==> src/rtl/smb_rxq_pkg.sv <==
package smb_rxq_pkg;
  localparam int RXQ_DEPTH  = 16;
  localparam int RXQ_DATA_W = 8;

  typedef enum logic [0:0] {
    FS_IDLE = 1'b0,
    FS_FILL = 1'b1
  } fill_st_e;
endpackage

==> src/rtl/smb_rxq_ring.sv <==
module smb_rxq_ring #(
  parameter  int DEPTH  = 16,
  parameter  int DATA_W = 8,
  localparam int PTR_W  = $clog2(DEPTH),
  localparam int CNT_W  = PTR_W + 1
) (
  input  logic              clk,
  input  logic              rst_n,
  input  logic              wr_en,
  input  logic [DATA_W-1:0] wr_data,
  input  logic              pop,
  output logic [CNT_W-1:0]  count_o,
  output logic [DATA_W-1:0] head_o
);
  // DEPTH is a power of two so pointer wrap is plain truncation.
  logic [PTR_W-1:0] rptr_q, rptr_d, wptr;
  logic [CNT_W-1:0] cnt_q, cnt_d;
  logic [DEPTH-1:0][DATA_W-1:0] slot_w;

  assign wptr = rptr_q + cnt_q[PTR_W-1:0];

  always_comb begin
    rptr_d = rptr_q;
    cnt_d  = cnt_q;
    if (pop) begin
      rptr_d = rptr_q + PTR_W'(1);
      cnt_d  = cnt_q - CNT_W'(1);
    end else if (wr_en) begin
      cnt_d  = cnt_q + CNT_W'(1);
    end
  end

  always_ff @(posedge clk or negedge rst_n) begin
    if (!rst_n) begin
      rptr_q <= '0;
      cnt_q  <= '0;
    end else if (pop || wr_en) begin
      rptr_q <= rptr_d;
      cnt_q  <= cnt_d;
    end
  end

  for (genvar e = 0; e < DEPTH; e++) begin : g_slot
    logic [DATA_W-1:0] byte_q;
    always_ff @(posedge clk) begin
      if (wr_en && (wptr == PTR_W'(e))) begin
        byte_q <= wr_data;
      end
    end
    assign slot_w[e] = byte_q;
  end

  assign head_o  = slot_w[rptr_q];
  assign count_o = cnt_q;

  // the count never exceeds the ring size
  assert_no_overflow_R1: assert property (@(posedge clk) disable iff (!rst_n)
    cnt_q <= CNT_W'(DEPTH));
  // a pop is never taken from an empty ring
  assert_no_empty_pop_R7: assert property (@(posedge clk) disable iff (!rst_n)
    pop |-> cnt_q != '0);
  // no byte is stored into a full ring
  assert_no_full_write_R2: assert property (@(posedge clk) disable iff (!rst_n)
    wr_en |=> cnt_q <= CNT_W'(DEPTH));
endmodule

==> src/rtl/smb_rxq_fill_fsm.sv <==
module smb_rxq_fill_fsm
  import smb_rxq_pkg::*;
#(
  parameter int DEPTH = 16,
  parameter int CNT_W = 5
) (
  input  logic             clk,
  input  logic             rst_n,
  input  logic             start,
  input  logic [CNT_W-1:0] count,
  input  logic [CNT_W-1:0] thr,
  output logic             busy,
  output logic             byte_req,
  output logic             fill_begin,
  output logic             done_hit,
  output logic             done_err
);
  fill_st_e state_q, state_d;
  logic     need;

  assign need = (count < thr) && (count < CNT_W'(DEPTH));

  always_comb begin
    state_d    = state_q;
    fill_begin = 1'b0;
    done_hit   = 1'b0;
    done_err   = 1'b0;
    case (state_q)
      FS_IDLE: begin
        if (start && (count != thr)) begin
          state_d    = FS_FILL;
          fill_begin = 1'b1;
        end
      end
      FS_FILL: begin
        if (!need) begin
          state_d  = FS_IDLE;
          done_hit = (count >= thr);
          done_err = (count < thr);
        end
      end
      default: state_d = FS_IDLE;
    endcase
  end

  always_ff @(posedge clk or negedge rst_n) begin
    if (!rst_n) begin
      state_q <= FS_IDLE;
    end else begin
      state_q <= state_d;
    end
  end

  assign busy     = (state_q == FS_FILL);
  assign byte_req = busy && need;

  // an error ending only happens with a completely full ring
  assert_err_full_R4: assert property (@(posedge clk) disable iff (!rst_n)
    done_err |-> count == CNT_W'(DEPTH));
  // a burst never begins when the count already sits at the threshold
  assert_noop_at_thr_R2: assert property (@(posedge clk) disable iff (!rst_n)
    (!busy && start && count == thr) |=> !busy);
endmodule

==> src/rtl/smb_rxq_ctl.sv <==
module smb_rxq_ctl #(
  parameter int CNT_W = 5
) (
  input  logic             clk,
  input  logic             rst_n,
  input  logic             we,
  input  logic [CNT_W-1:0] thr_in,
  input  logic             last_in,
  input  logic             ie_in,
  input  logic             last_clr,
  output logic [CNT_W-1:0] thr_o,
  output logic             ie_o,
  output logic             last_o
);
  logic [CNT_W-1:0] thr_q, thr_d;
  logic             ie_q, ie_d, last_q, last_d;

  always_comb begin
    thr_d  = thr_q;
    ie_d   = ie_q;
    last_d = last_q;
    if (last_clr) last_d = 1'b0;
    if (we) begin
      thr_d = thr_in;
      ie_d  = ie_in;
      if (last_in) last_d = 1'b1;
    end
  end

  always_ff @(posedge clk or negedge rst_n) begin
    if (!rst_n) begin
      thr_q  <= CNT_W'(1);
      ie_q   <= 1'b0;
      last_q <= 1'b0;
    end else begin
      if (we) begin
        thr_q <= thr_d;
        ie_q  <= ie_d;
      end
      if (we || last_clr) last_q <= last_d;
    end
  end

  assign thr_o  = thr_q;
  assign ie_o   = ie_q;
  assign last_o = last_q;

  // software alone cannot clear the last-byte control
  assert_last_sticky_R9: assert property (@(posedge clk) disable iff (!rst_n)
    $fell(last_q) |-> $past(last_clr));
endmodule

==> src/rtl/smb_rx_thresh_fifo.sv <==
module smb_rx_thresh_fifo
  import smb_rxq_pkg::*;
#(
  parameter  int DEPTH  = RXQ_DEPTH,
  parameter  int DATA_W = RXQ_DATA_W,
  localparam int CNT_W  = $clog2(DEPTH) + 1
) (
  input  logic              clk,
  input  logic              rst_n,
  input  logic              rx_active,
  input  logic              rx_stopping,
  input  logic              fill_go,
  input  logic              host_rd,
  input  logic              flag_clr,
  input  logic              ctl_we,
  input  logic [CNT_W-1:0]  ctl_thr,
  input  logic              ctl_last,
  input  logic              ctl_ie,
  output logic              byte_req,
  input  logic              byte_vld,
  input  logic [DATA_W-1:0] byte_data,
  output logic [DATA_W-1:0] rd_data,
  output logic [CNT_W-1:0]  byte_count,
  output logic              thr_hit,
  output logic              thr_err,
  output logic              nack_req,
  output logic              data_rdy,
  output logic              fifo_rdy,
  output logic              stop_req,
  output logic              ctl_last_o
);
  // Reset asserts asynchronously and is released on a clock edge.
  logic rst_meta_q, rst_sync_q;
  always_ff @(posedge clk or negedge rst_n) begin
    if (!rst_n) begin
      rst_meta_q <= 1'b0;
      rst_sync_q <= 1'b0;
    end else begin
      rst_meta_q <= 1'b1;
      rst_sync_q <= rst_meta_q;
    end
  end

  logic [CNT_W-1:0]  count, thr;
  logic [DATA_W-1:0] head;
  logic ie, last, busy, fill_begin, done_hit, done_err;
  logic rd_ok, pop, rd_fill, start, stop_d, wr_en;
  logic hit_q, hit_d, err_q, nack_q, nack_d, drdy_q, drdy_d, frdy_q, frdy_d, stop_q;
  logic [DATA_W-1:0] rd_q;

  assign rd_ok   = host_rd && !busy && (rx_active || rx_stopping);
  assign pop     = rd_ok && (count != '0);
  assign stop_d  = rd_ok && rx_stopping && (count <= CNT_W'(1));
  assign rd_fill = rd_ok && !rx_stopping && (count == '0);
  assign start   = !busy && !pop && (fill_go || (flag_clr && rx_active) || rd_fill);
  assign wr_en   = byte_req && byte_vld;
  assign nack_d  = done_hit && last;

  smb_rxq_ring #(.DEPTH(DEPTH), .DATA_W(DATA_W)) u_ring (
    .clk     (clk),
    .rst_n   (rst_sync_q),
    .wr_en   (wr_en),
    .wr_data (byte_data),
    .pop     (pop),
    .count_o (count),
    .head_o  (head)
  );

  smb_rxq_fill_fsm #(.DEPTH(DEPTH), .CNT_W(CNT_W)) u_fsm (
    .clk        (clk),
    .rst_n      (rst_sync_q),
    .start      (start),
    .count      (count),
    .thr        (thr),
    .busy       (busy),
    .byte_req   (byte_req),
    .fill_begin (fill_begin),
    .done_hit   (done_hit),
    .done_err   (done_err)
  );

  smb_rxq_ctl #(.CNT_W(CNT_W)) u_ctl (
    .clk      (clk),
    .rst_n    (rst_sync_q),
    .we       (ctl_we),
    .thr_in   (ctl_thr),
    .last_in  (ctl_last),
    .ie_in    (ctl_ie),
    .last_clr (nack_d),
    .thr_o    (thr),
    .ie_o     (ie),
    .last_o   (last)
  );

  always_comb begin
    hit_d  = hit_q;
    drdy_d = drdy_q;
    frdy_d = frdy_q;
    if (flag_clr || fill_begin) hit_d = 1'b0;
    if (pop) begin
      frdy_d = 1'b0;
      if (count == CNT_W'(1)) drdy_d = 1'b0;
    end
    if (done_hit) begin
      hit_d = 1'b1;
      if (count == CNT_W'(DEPTH)) begin
        drdy_d = 1'b1;
        frdy_d = 1'b1;
      end else begin
        drdy_d = !ie;
      end
    end
  end

  always_ff @(posedge clk or negedge rst_sync_q) begin
    if (!rst_sync_q) begin
      hit_q  <= 1'b0;
      drdy_q <= 1'b0;
      frdy_q <= 1'b0;
      err_q  <= 1'b0;
      nack_q <= 1'b0;
      stop_q <= 1'b0;
      rd_q   <= '0;
    end else begin
      hit_q  <= hit_d;
      drdy_q <= drdy_d;
      frdy_q <= frdy_d;
      err_q  <= done_err;
      nack_q <= nack_d;
      stop_q <= stop_d;
      if (pop) rd_q <= head;
    end
  end

  assign rd_data    = rd_q;
  assign byte_count = count;
  assign thr_hit    = hit_q;
  assign thr_err    = err_q;
  assign nack_req   = nack_q;
  assign data_rdy   = drdy_q;
  assign fifo_rdy   = frdy_q;
  assign stop_req   = stop_q;
  assign ctl_last_o = last;

  // the flag only rises once the count has reached the threshold
  assert_hit_at_thr_R3: assert property (@(posedge clk) disable iff (!rst_sync_q)
    $rose(hit_q) |-> $past(count) >= $past(thr));
  // a NACK request leaves the last-byte control cleared
  assert_nack_clears_last_R5: assert property (@(posedge clk) disable iff (!rst_sync_q)
    nack_q |-> !last);
  // STOP is requested only with at most one byte left
  assert_stop_low_count_R11: assert property (@(posedge clk) disable iff (!rst_sync_q)
    stop_q |-> $past(count) <= CNT_W'(1));
  // the error pulse never comes with the threshold flag rising
  assert_err_no_hit_R4: assert property (@(posedge clk) disable iff (!rst_sync_q)
    err_q |-> !$rose(hit_q));
endmodule

==> config.mk <==
export PLATFORM = sky130hd
export DESIGN_NAME = smb_rx_thresh_fifo
export DESIGN_NICKNAME = d
export VERILOG_FILES = /design/src/rtl/smb_rxq_pkg.sv /design/src/rtl/smb_rxq_ring.sv /design/src/rtl/smb_rxq_fill_fsm.sv /design/src/rtl/smb_rxq_ctl.sv /design/src/rtl/smb_rx_thresh_fifo.sv
export SDC_FILE = /design/constraint.sdc
export NUM_CORES = 1
export LEC_CHECK = 0
export BUFFER_PORTS_ARGS = -buffer_cell sky130_fd_sc_hd__clkbuf_2
export CAP_MARGIN = 20
export CORE_MARGIN = 2
export CORE_UTILIZATION = 45
export DETAILED_ROUTE_END_ITERATION = 16
export HOLD_SLACK_MARGIN = 0.02
export SYNTH_ARGS = -nofsm -noshare
export SYNTH_HDL_FRONTEND = slang
export SYNTH_SLANG_ARGS = --single-unit
export TNS_END_PERCENT = 5
==> constraint.sdc <==
create_clock -name clk -period 1.9 [get_ports clk]
set_clock_uncertainty 0.15 [all_clocks]
set_input_delay 0.38 -clock clk [delete_from_list [all_inputs] [get_ports clk]]
set_output_delay 0.38 -clock clk [all_outputs]
set_load 0.1 [all_outputs]
== Word level (Yosys, flattened, before mapping) ==
Cells that the tools add are included.

* Output and inout bits: 21
* Word-level logic and storage cells: 134
* Register bits after elaboration: 161
* Input bits: 24

* Equal/unequal tests: 18
* $add $sub $neg: 4
* Reduce and logical (&&, ||, !) cells: 51
* Multiplexer cells: 24
* $lt $le $gt $ge: 5
* Bitwise gates (word level): 1

{| class="wikitable"
|+ Operator list
! operator !! count
|-
| binary-select mux 8 bit (select 4 bit) || 1
|-
| == test 4 bit, second input constant || 8
|-
| logical AND 1 bit || 31
|-
| 2-to-1 mux 1 bit || 19
|-
| == test 4 x 3 -> 1 bit, second input constant || 4
|-
| 2-to-1 mux 5 bit || 2
|-
| == test 4 x 2 -> 1 bit, second input constant || 2
|-
| 2-to-1 mux 8 bit || 1
|-
| nonzero test 2 bit || 4
|-
| logical OR 1 bit || 6
|-
| AND reduction 2 bit || 3
|-
| adder 5 x 1 -> 5 bit, second input constant || 1
|-
| == test 5 x 1 -> 1 bit, second input constant || 1
|-
| == test 5 bit, second input constant || 1
|-
| greater-or-equal comparator 5 bit || 1
|-
| <= comparator 5 x 1 -> 1 bit, second input constant || 1
|-
| zero test 5 bit || 1
|-
| less-than comparator 4 x 5 -> 1 bit, second input constant || 1
|-
| less-than comparator 5 bit || 1
|-
| less-than comparator 5 bit, second input constant || 1
|-
| inequality test 5 bit || 1
|-
| nonzero test 5 bit || 1
|-
| subtractor 5 x 1 -> 5 bit, second input constant || 1
|-
| adder 4 x 1 -> 4 bit, second input constant || 1
|-
| other kinds (6) || 9
|}

== Depth between registers and ports, before layout ==
Gate-level depths: netlist of the first run.

* Depth after elaboration: 13
* Mapped depth: 8

== Modules after synthesis ==
From an unflattened synthesis of the first run, not the netlist that was laid out.

* Cells, all modules: 369
* Area, all modules: 6774.0 sq um

{| class="wikitable"
|+ Modules (own cells, without submodules)
! module !! seq. area each (sq um) !! instances !! cells each !! area each (sq um)
|-
| smb_rxq_ring || 4068.9 || 1 || 276 || 5607.9
|-
| smb_rx_thresh_fifo || 400.4 || 1 || 47 || 676.9
|-
| smb_rxq_ctl || 176.4 || 1 || 17 || 290.3
|-
| smb_rxq_fill_fsm || 25.0 || 1 || 29 || 198.9
|}

== Worst setup path after synthesis of the first run ==
OpenSTA, ideal clock, no wires.

* Path type: register to output
* Start: register u_ring.cnt_q[1] (netlist: u_ring.count_o[1])
* End: output byte_req
* Cell stages (with the launch flop): 7
* Path buffers: 0
* Data required time: 1.370 ns
* Arrival: 3.102 ns
* Path slack: -1.732 ns
* Path through: dfrtp_1 -> ha_1 -> nand2b_1 -> a211oi_1 -> nor2b_1 -> nand2_1 -> nor2_1

* Word-level cells in the longest chain between the ends: 3
* Elaborated cells on any way between the ends: 4
* Those cells by class: 2 x order compare; 2 x reduce/logical

{| class="wikitable"
|+ RTL lines
! item !! RTL line !! text
|-
| from (decl) || smb_rxq_ring.sv:17 || <nowiki>logic [CNT_W-1:0] cnt_q, cnt_d;</nowiki>
|-
| from (signal assigned) || smb_rxq_ring.sv:39 || <nowiki>cnt_q <= cnt_d;</nowiki>
|-
| less-than comparator 5 bit || smb_rxq_fill_fsm.sv:21 || <nowiki>assign need = (count < thr) && (count < CNT_W'(DEPTH));</nowiki>
|-
| logical AND 1 bit * || smb_rxq_fill_fsm.sv:21 ||
|-
| logical AND 1 bit * || smb_rxq_fill_fsm.sv:55 || <nowiki>assign byte_req = busy && need;</nowiki>
|-
| to (decl) || smb_rx_thresh_fifo.sv:19 || <nowiki>output logic byte_req,</nowiki>
|}

Every way passes the cells marked *; elsewhere a longest branch is shown, timed or not.

== Worst setup path after layout of the first run ==
* Start: register u_ring.cnt_q[1] (netlist: u_ring.count_o[1])
* End: register u_ring.g_slot[13].byte_q[4] (enable)

* Word-level cells in the longest chain between the ends: 5
* Elaborated cells on any way between the ends: 8
* Those cells by class: 1 x add/sub; 2 x order compare; 1 x eq/ne; 4 x reduce/logical

{| class="wikitable"
|+ RTL lines
! item !! RTL line !! text
|-
| branches (longest 4 deep; another with adder 4 bit) || - ||
|-
| logical AND 1 bit * || smb_rxq_ring.sv:46 || <nowiki>if (wr_en && (wptr == PTR_W'(e))) begin</nowiki>
|-
| to (signal assigned) || smb_rxq_ring.sv:47 || <nowiki>byte_q <= wr_data;</nowiki>
|-
| to (decl) || smb_rxq_ring.sv:44 || <nowiki>logic [DATA_W-1:0] byte_q;</nowiki>
|}

Mark *: on every way between the ends.
A chain may end at the register's enable or synchronous reset.

==> results by group, run 1 <==
Route
  – DRC errors left: 0
  – Via density: 5.35
  – Drt first-iter violations: 252
  – Pre-Repair DR Iteration Count: 4
  – Routed WL per cell: 20.2 um
  – Via Count: 3743
  – Post-route ant nets: 0
  – Detailed Route WL: 14100 um

STA
  – Min Tclk post-route: 2450 ps
  – Slew Limit Fails: 0
  – Final setup margin: -549 ps
  – RSZ-0062 raised after global routing: true
  – Final setup fails: 152
  – Setup TNS: -69410 ps
  – Relative slew slack: 0.637
  – Maximum clock rate: 408 MHz
  – Final hold violations: 0
  – Final Cycle Share: 1.29
  – Worst-Margin Slew: 546 ps

Final layout
  – Area Growth Syn to Fin: 33.2%
  – Non-Filler Instances: 699
  – Cell area after layout: 8840 sq um
  – Diode count: 0
  – Share of cells above drive strength 1: 0.482
  – Final net count: 541

Hold path
  – Hold Path Class: primary input to flop
  – Endpoint, Worst Hold: u_ctl.thr_o[2]
  – Hold depth: 3
  – Hold_sp: ctl_thr[2]

Critical path
  – Crit path kind: flop to flop
  – Crit path DAT: 2430 ps
  – Crit path max-delay family: flip-flops
  – Reg2Reg Setup Slack: -550 ps
  – Crit-path slowest cell: dfrtp_4
  – Delay of the slowest critical-path stage: 500 ps
  – Worst path bufs/invs: 2
  – CP max FO: 8
  – Critical Path RT: 1880 ps
  – CP startpoint kind: flop
  – Crit. End Element: flop
  – Worst flop-to-flop path endpoint: u_ring.g_slot[13].byte_q[4]
  – CP Cell Sequence: buf_6 -> ha_4 -> a21o_1 -> a21oi_4 -> xor2_4 -> nand2_4 -> nor4_4 -> buf_6
  – Cells on worst reg2reg path: 8
  – CP dominant cell by count: buf_6
  – Reg2reg start: u_ring.count_o[1]

Synth
  – Syn avg cell area: 16.9 sq um
  – Post-synth top cells: edfxtp_1 (128), nand2_1 (36), dfrtp_1 (32), mux4_2 (32)
  – Post-synthesis sequential area ratio: 0.703
  – Post-synth EDFFs: 128
  – Synth Instances: 392
  – Post-synth ARST share: 0.205
  – Mux share of post-synthesis cell area: 0.141
  – Yosys warns: 0
  – Compound-Gate Fraction of Synth Area: 0.0322
  – Register bit count reported by yosys: 161
  – Synth Area in Adders: 0.0275
  – Syn nets: 430
  – Combinational family with the most area after synthesis: multiplexers
  – Top post-synthesis cells by area: edfxtp_1 (58%), dfrtp_1 (12%), mux4_2 (11%)
  – XOR/XNOR Fraction of Synth Area: 0.0145
  – Yosys top cell area share: 0.579
  – Ys flop type: edfxtp_1
  – Post-Syn Area: 6640 sq um
  – Count leader, synth: edfxtp_1
  – Area leader, netlist: edfxtp_1
  – Yosys cell types: 41
  – Synth Area in Simple Gates: 0.0609

Floorplanning
  – Die Y: 125 um
  – Initial Util: 0.459
  – Die area: 15700 sq um
  – Count of standard-cell rows: 44
  – Die Width: 125 um
  – I/O pin cnt: 45
  – Core outline area: 14500 sq um

Place
  – Placed standard-cell area: 7950 sq um
  – Cells after DPL: 662
  – Pre-CTS WS: -549 ps
  – HPWL Detailed: 9640 um
  – Final GP Congestion: 0.802
  – I/O Buffers: 44

Clocking
  – Worst-path clk slew: 60 ps
  – Worst-skew pair later-pin latency: 410 ps
  – Clock root buffer master: clkbuf_16
  – Total CTS buffers: 17
  – Max Root-Sink Buffers: 2
  – TritonCTS clock tree: done
  – CTS H-tree lvls: 4
  – Clk sinks: 161

GRT
  – Gr ovfl total: 0
  – GRT Total Usage: 0.191
  – Largest net degree at the start of global routing: 32
  – First-pass GRT wire length: 22300 um
  – Antenna violations before repair: 0
  – Vias in the first global route: 3833

Run
  – Max-cap violation count: 0

Power
  – Power Density: 1850 nW/um^2
  – Worst VDD drop: 0.00110 V
  – Leak: 3.24 nW

Run status
  – Violations in the final reports: setup timing
  – Status: finished, violations left
[worst min-delay path, cell delays in order]
cell	delay [ps]
clkbuf_2	80
nand2_1	50
o21ai_0	60
[how the worst max path moves through the flow]
| stage | from | to | slack [ps] | cells after the start |
|---|---|---|---|---|
| 3_5_place_dp | u_ring.count_o[4] | u_ring.g_slot[1].byte_q[6] | -550 | 6 |
| 3_3_place_gp | u_ring.count_o[1] | u_ring.g_slot[1].byte_q[7] | -500 | 6 |
| 6_report | u_ring.count_o[1] | u_ring.g_slot[13].byte_q[4] | -550 | 8 |
| 2_1_floorplan | u_ring.count_o[1] | thr_hit | -710 | 7 |
| 5_1_grt | u_ring.count_o[1] | u_ring.g_slot[13].byte_q[3] | -630 | 8 |
| 4_1_cts | u_ring.count_o[4] | byte_req | -560 | 7 |
[flip-flops by register name (all words and copies together), names as in the netlist]
| name | cells |
|---|---|
| u_ring.g_slot.byte_q | 128 |
| thr_err | 1 |
| fifo_rdy | 1 |
| rst_sync_q | 1 |
| rst_meta_q | 1 |
| u_ctl.thr_o | 5 |
| data_rdy | 1 |
| u_ring.count_o | 5 |
| u_ring.rptr_q | 4 |
| thr_hit | 1 |
| nack_req | 1 |
| rd_data | 8 |
| u_ctl.last_o | 1 |
| u_ctl.ie_o | 1 |
| u_fsm.busy | 1 |
| stop_req | 1 |
[cell families after synthesis]
family / count (synthesis)
mux: 52
simple gates: 84
xor+xnor: 11
buf+inv: 31
compound gates: 38
fa+ha+maj: 14
flops: 161
other cells: 1
[per-stage QoR]
| stage | total power [mW] | hold WS [ps] | util |
|---|---|---|---|
| after floorplan | 9.96 | -65.6 | - |
| after global placement | 12.2 | 15.7 | 0.549 |
| after detailed placement | 12.2 | 18.3 | 0.549 |
| after CTS | 16.5 | 20.4 | 0.609 |
| after global routing | 17.1 | 35.2 | 0.611 |
| final | 16.4 | 38.0 | 0.611 |
[what timing repair did]
item,in CTS,in global routing
setup endpoints to repair,154,153
hold buffers,2,0
pin swaps,14,3
resized for setup,48,6
hold endpoints to repair,3,0
setup buffers,4,0
[per-layer routing]
layer  share of wire  global-route usage  up-vias
met5               0                   0        -
met4           0.018              0.0595        0
met3           0.054              0.0466       18
met2            0.46               0.288      109
met1            0.46               0.279     1884
li1                -                   -     1732
[power breakdown]
part | switching [mW] | internal, mW | leakage, nW
registers | 0.214 | 4.29 | 1.55
logic | 5.13 | 3.27 | 1.41
clock network | 1.28 | 2.18 | 0.288
total | 6.63 | 9.74 | 3.24
[layout make-up]
type / count / area (sq um)
Multi-Input combinational cell: 200 / 2310
Sequential cell: 161 / 4690
Inverter: 11 / 46.3
Clock buffer: 20 / 437
Timing Repair Buffer: 112 / 963
Tap cell: 184 / 230
Fill cell: 1068 / 5640
Clock inverter: 11 / 163
[placed cells by master, fill, tap and decap left out, types with 3 or more instances in the layout]
cell type / count
nor3_4: 4
nand2_2: 3
xnor2_1: 7
nor4_4: 8
o21ai_0: 8
dfrtp_4: 5
buf_4: 44
ha_4: 6
clkbuf_16: 17
dfrtp_1: 26
clkbuf_1: 3
ha_1: 4
nor2_1: 7
mux2i_1: 7
inv_1: 9
nor2_4: 5
buf_6: 15
bufinv_16: 4
nand2_4: 4
edfxtp_1: 128
nand2_1: 29
a21oi_1: 10
o21ai_1: 9
clkinv_2: 3
clkbuf_2: 38
mux2_2: 10
buf_12: 12
mux2i_2: 3
mux4_2: 32
ha_2: 3
nand3_1: 3
No activity file was read; power rests on OpenSTA's default activity.
==> run 2, diff against run 1 <==
Settings changed: SETUP_SLACK_MARGIN set to 0.5.
==> run 2 against run 1 <==
The run still ends with setup timing left; flip-flop and latch count is the same; sequential power rose by 1%; global-route usage increased by 0.37 points; routed wire length up 1.4%; count of clock-buffer cells in the layout unchanged; worst hold slack improved by 6.3 ps; cell area increased by 3.6%; sequential share of layout area decreased by 1.8 points; first-iteration DRC count is 30% lower; power is 3.9% higher; highest routed layer unchanged.
==> results by group, run 2 (synthesized netlist as in run 1, its figures left out) <==
Place
  – Final GP Congestion: 0.802
  – HPWL Detailed: 9640 um
  – I/O Buffers: 44
  – Placed standard-cell area: 7950 sq um

STA
  – Tightest hold margin: 44.2 ps
  – Final hold violations: 0
  – Maximum clock rate: 408 MHz
  – Min Tclk post-route: 2450 ps
  – Slew Limit Fails: 0
  – Final setup margin: -551 ps
  – RSZ-0062 raised after global routing: true
  – Final setup fails: 151
  – Final Cycle Share: 1.29

Route
  – Post-route ant nets: 0
  – Detailed Route WL: 14300 um
  – Routed WL per cell: 20.5 um
  – Drt first-iter violations: 177
  – Pre-Repair DR Iteration Count: 5
  – Via density: 5.35
  – DRC errors left: 0
  – Via Count: 3739

Floorplanning
  – Die Width: 125 um
  – Initial Util: 0.459
  – Die Y: 125 um
  – Core outline area: 14500 sq um
  – Count of standard-cell rows: 44
  – I/O pin cnt: 45
  – Die area: 15700 sq um

Clocking
  – Clock root buffer master: clkbuf_16
  – Clk sinks: 161
  – Worst-skew pair later-pin latency: 420 ps
  – Max Root-Sink Buffers: 2
  – CTS H-tree lvls: 4
  – Total CTS buffers: 17
  – TritonCTS clock tree: done
  – Worst-path clk slew: 60 ps

Critical path
  – Critical Path RT: 1870 ps
  – CP startpoint kind: flop
  – Crit. End Element: flop
  – Reg2reg start: u_ring.count_o[1]
  – Crit path launch: u_ring.count_o[1]
  – CP max FO: 8
  – Crit path kind: flop to flop
  – Crit path DAT: 2430 ps

Final layout
  – Diode count: 0
  – Top reg by flops: u_ring.g_slot.byte_q
  – Area Growth Syn to Fin: 37.9%
  – Final net count: 541
  – Most common cell after layout, fill and taps aside: edfxtp_1
  – Cell area after layout: 9160 sq um
  – Final core occ: 0.633
  – Max reg flops: 128
  – Commonest cells after routing, fill and taps aside: edfxtp_1 (128), buf_4 (39), mux4_2 (32)
  – Share of cells above drive strength 1: 0.485

Power
  – Total power: 17.0 mW
  – Worst VDD drop: 0.00111 V
  – Power Density: 1860 nW/um^2
  – Leak: 3.35 nW

GRT
  – Antenna violations before repair: 0
  – GRT Total Usage: 0.195
  – Largest net degree at the start of global routing: 32
  – Gr ovfl total: 0
  – Vias in the first global route: 3911
  – First-pass GRT wire length: 22700 um

Hold path
  – Hold_sp: ctl_thr[1]
  – Hold Path Class: primary input to flop

Run status
  – Status: finished, violations left
  – Violations in the final reports: setup timing

Run
  – Max-cap violation count: 0
## run 2: cell counts in the layout (fill, tap and decap cells not counted)
No cell type changed its count.
## run 2: final timing paths
path,endpoint,slack [ps],depth (start not counted)
max in group asynchronous,u_ring.count_o[3],1130,1
min in group asynchronous,rd_data[6],120,1
worst max-delay path,u_ring.g_slot[13].byte_q[4],-550,8
worst max register to register,u_ring.g_slot[13].byte_q[4],-550,8
worst min register to register,rd_data[6],120,1
worst min-delay path,u_ctl.thr_o[1],40,3
## run 2: repair_timing
action,4_1_cts,5_1_grt
endpoints found under the hold margin,3,0
gates resized for setup,99,10
hold buffers,2,0
pin swaps,14,4
setup endpoints to repair,173,174
buffers inserted,4,0
## run 2: final cells by class
type | count | area [sq um]
inverter | 11 | 46.3
tap | 184 | 230
timing repair buffer | 112 | 1270
clock inverter | 11 | 163
fill | 1023 | 5320
clock buffer | 20 | 437
multi-input combinational | 200 | 2320
sequential | 161 | 4690
## run 2: where the power goes
group          leakage (nW)  internal, mW  switching [mW]  total (mW)
Clock                 0.288          2.18            1.29        3.47
Sequential             1.55          4.29           0.274        4.56
Combinational          1.51          3.80            5.16        8.96
Total                  3.35          10.3            6.72        17.0
## run 2: per-layer routing
layer | up-vias | wire length [um] | GRT usage
li1 | 1732 | - | -
met1 | 1886 | 6690 | 0.280
met2 | 105 | 6780 | 0.300
met3 | 16 | 625 | 0.0458
met4 | 0 | 237 | 0.0588
met5 | - | 0 | 0
## run 2: worst max-delay path, cell delays in order (launching register included)
cell	delay (ps)
dfrtp_4	500
buf_6	140
ha_4	190
a21o_1	170
a21oi_4	230
xor2_4	240
nand2_4	120
nor4_4	240
buf_6	180
## run 2: through the flow
step                TNS, ps  std cells  worst slack (ps)
floorplan            -93880        392              -709
global placement     -63420        662              -496
detailed placement   -67160        662              -549
CTS                  -69750        699              -564
global route         -80890        699              -625
finish               -69190        699              -551
==> run 3, diff against run 2 <==
Settings changed: PLACE_DENSITY_LB_ADDON set to 0.25.
==> run 3 against run 2 <==
The flow still finishes with violations (setup timing); final cell count is 0.72% higher; non-clock buffer count is 4 higher; maximum frequency is 2.5% lower; clock power is 7.8% lower; first-iteration DRC count is 56% higher; via count is 0.91% higher; register-to-register slack worse by 60 ps; largest cell class unchanged; highest routed layer unchanged.
==> results by group, run 3 (synthesized netlist as in run 1, its figures left out) <==
Run status
  – Status: finished, violations left
  – Violations in the final reports: setup timing

Critical path
  – Crit path DAT: 2680 ps
  – Reg2reg start: u_ring.count_o[1]
  – Crit. End Element: flop
  – CP startpoint kind: flop
  – Critical Path RT: 2070 ps
  – Crit path kind: flop to flop
  – CP max FO: 4
  – Cells on worst reg2reg path: 8
  – Worst flop-to-flop path endpoint: thr_hit
  – Reg2Reg Setup Slack: -610 ps

Floorplanning
  – Core outline area: 14500 sq um
  – Initial Util: 0.459
  – I/O pin cnt: 45
  – Die Y: 125 um
  – Die Width: 125 um
  – Count of standard-cell rows: 44
  – Die area: 15700 sq um

Clocking
  – Clk sinks: 161
  – CTS H-tree lvls: 4
  – Worst-path clk slew: 70 ps
  – Total CTS buffers: 17
  – Clock root buffer master: clkbuf_16
  – Worst-skew pair later-pin latency: 420 ps
  – TritonCTS clock tree: done
  – Max Root-Sink Buffers: 2

Power
  – Leak: 3.33 nW
  – Power Density: 1830 nW/um^2
  – Total power: 16.7 mW
  – Worst VDD drop: 0.00137 V

Route
  – Post-route ant nets: 0
  – Drt first-iter violations: 276
  – Via Count: 3773
  – Detailed Route WL: 14400 um
  – Via density: 5.36
  – DRC errors left: 0
  – Routed WL per cell: 20.5 um
  – Pre-Repair DR Iteration Count: 4

STA
  – Final setup margin: -613 ps
  – Final hold violations: 0
  – Min Tclk post-route: 2510 ps
  – RSZ-0062 raised after global routing: true
  – Slew Limit Fails: 0
  – Final setup fails: 151
  – Maximum clock rate: 398 MHz
  – Tightest hold margin: 27.8 ps
  – Final Cycle Share: 1.32

GRT
  – First-pass GRT wire length: 22700 um
  – GRT Total Usage: 0.197
  – Vias in the first global route: 3972
  – Largest net degree at the start of global routing: 32
  – Antenna violations before repair: 0
  – Gr ovfl total: 0

Place
  – HPWL Detailed: 9550 um
  – Final GP Congestion: 0.866
  – I/O Buffers: 44
  – Placed standard-cell area: 7880 sq um

Hold path
  – Hold Path Class: primary input to flop
  – Hold depth: 3
  – Endpoint, Worst Hold: u_ctl.last_o
  – Hold_sp: ctl_last

Final layout
  – Share of cells above drive strength 1: 0.488
  – Commonest cells after routing, fill and taps aside: edfxtp_1 (128), buf_4 (40), mux4_2 (32), clkbuf_16 (32), nand2_1 (30)
  – Top reg by flops: u_ring.g_slot.byte_q
  – Area Growth Syn to Fin: 37.5%
  – Max reg flops: 128
  – Most common cell after layout, fill and taps aside: edfxtp_1
  – Diode count: 0
  – Final net count: 545
  – Cell area after layout: 9130 sq um

Run
  – Max-cap violation count: 0
## run 3: changes by cell type in the layout (fill, tap and decap cells not counted), sizes merged
| cell | change |
|---|---|
| clkinvlp | +4 |
| bufinv | -3 |
| dlygate4sd3 | +2 |
| inv | +2 |
| buf | +1 |
| clkbuf | -1 |
## run 3: worst max-delay path by stage
| stage | startpoint | end | cells past startpoint | slack (ps) |
|---|---|---|---|---|
| 6_report | u_ring.count_o[1] | thr_hit | 8 | -610 |
| 5_1_grt | u_ring.count_o[2] | byte_req | 7 | -670 |
| 4_1_cts | u_ring.count_o[1] | byte_req | 7 | -580 |
| 3_5_place_dp | u_ring.count_o[1] | u_ring.g_slot[0].byte_q[1] | 7 | -510 |
| 3_3_place_gp | u_ring.count_o[4] | u_ring.g_slot[3].byte_q[2] | 7 | -520 |
| 2_1_floorplan | u_ring.count_o[1] | thr_hit | 7 | -710 |
## run 3: final cells by class
cell class                      instances  area, sq um
Multi-Input combinational cell        200         2310
Sequential cell                       161         4690
Clock inverter                         14          134
Clock buffer                           18          429
Tap cell                              184          230
Timing Repair Buffer                  116         1290
Fill cell                            1016         5350
Inverter                               11         46.3
## run 3: what timing repair did
action                                 4_1_cts  5_1_grt
resized for setup                           83       30
pin swaps                                   15       17
endpoints found under the hold margin        5        0
setup endpoints to repair                  174      174
buffers inserted                             2        5
hold buffers                                 4        0
## run 3: metal layers
metal,global-route usage,wire length (um)
met1,0.262,6130
met4,0.0647,266
met2,0.317,7280
met3,0.0539,754
met5,0,0
## run 3: metrics by stage
stage          std cells  setup slack [ps]   util  TNS (ps)
6_report             704              -613  0.631    -71990
5_1_grt              704              -669  0.631    -84190
4_1_cts              699              -580  0.620    -60460
3_5_place_dp         661              -512  0.544    -68040
3_3_place_gp         661              -520  0.544    -66860
2_1_floorplan        392              -709      -    -93880
## run 3: worst max-delay path, stage by stage, from the launching register on
cell and delay [ps]:
dfrtp_4 510, buf_4 150, buf_6 110, inv_4 50, ha_4 120, or4b_4 460
and3_4 190, or4_4 480, a31o_1 180
## run 3: power breakdown
part | switching [mW] | total (mW) | internal, mW
combinational | 5.10 | 8.89 | 3.79
sequential | 0.313 | 4.60 | 4.29
clock | 1.38 | 3.20 | 1.82
total | 6.79 | 16.7 | 9.90
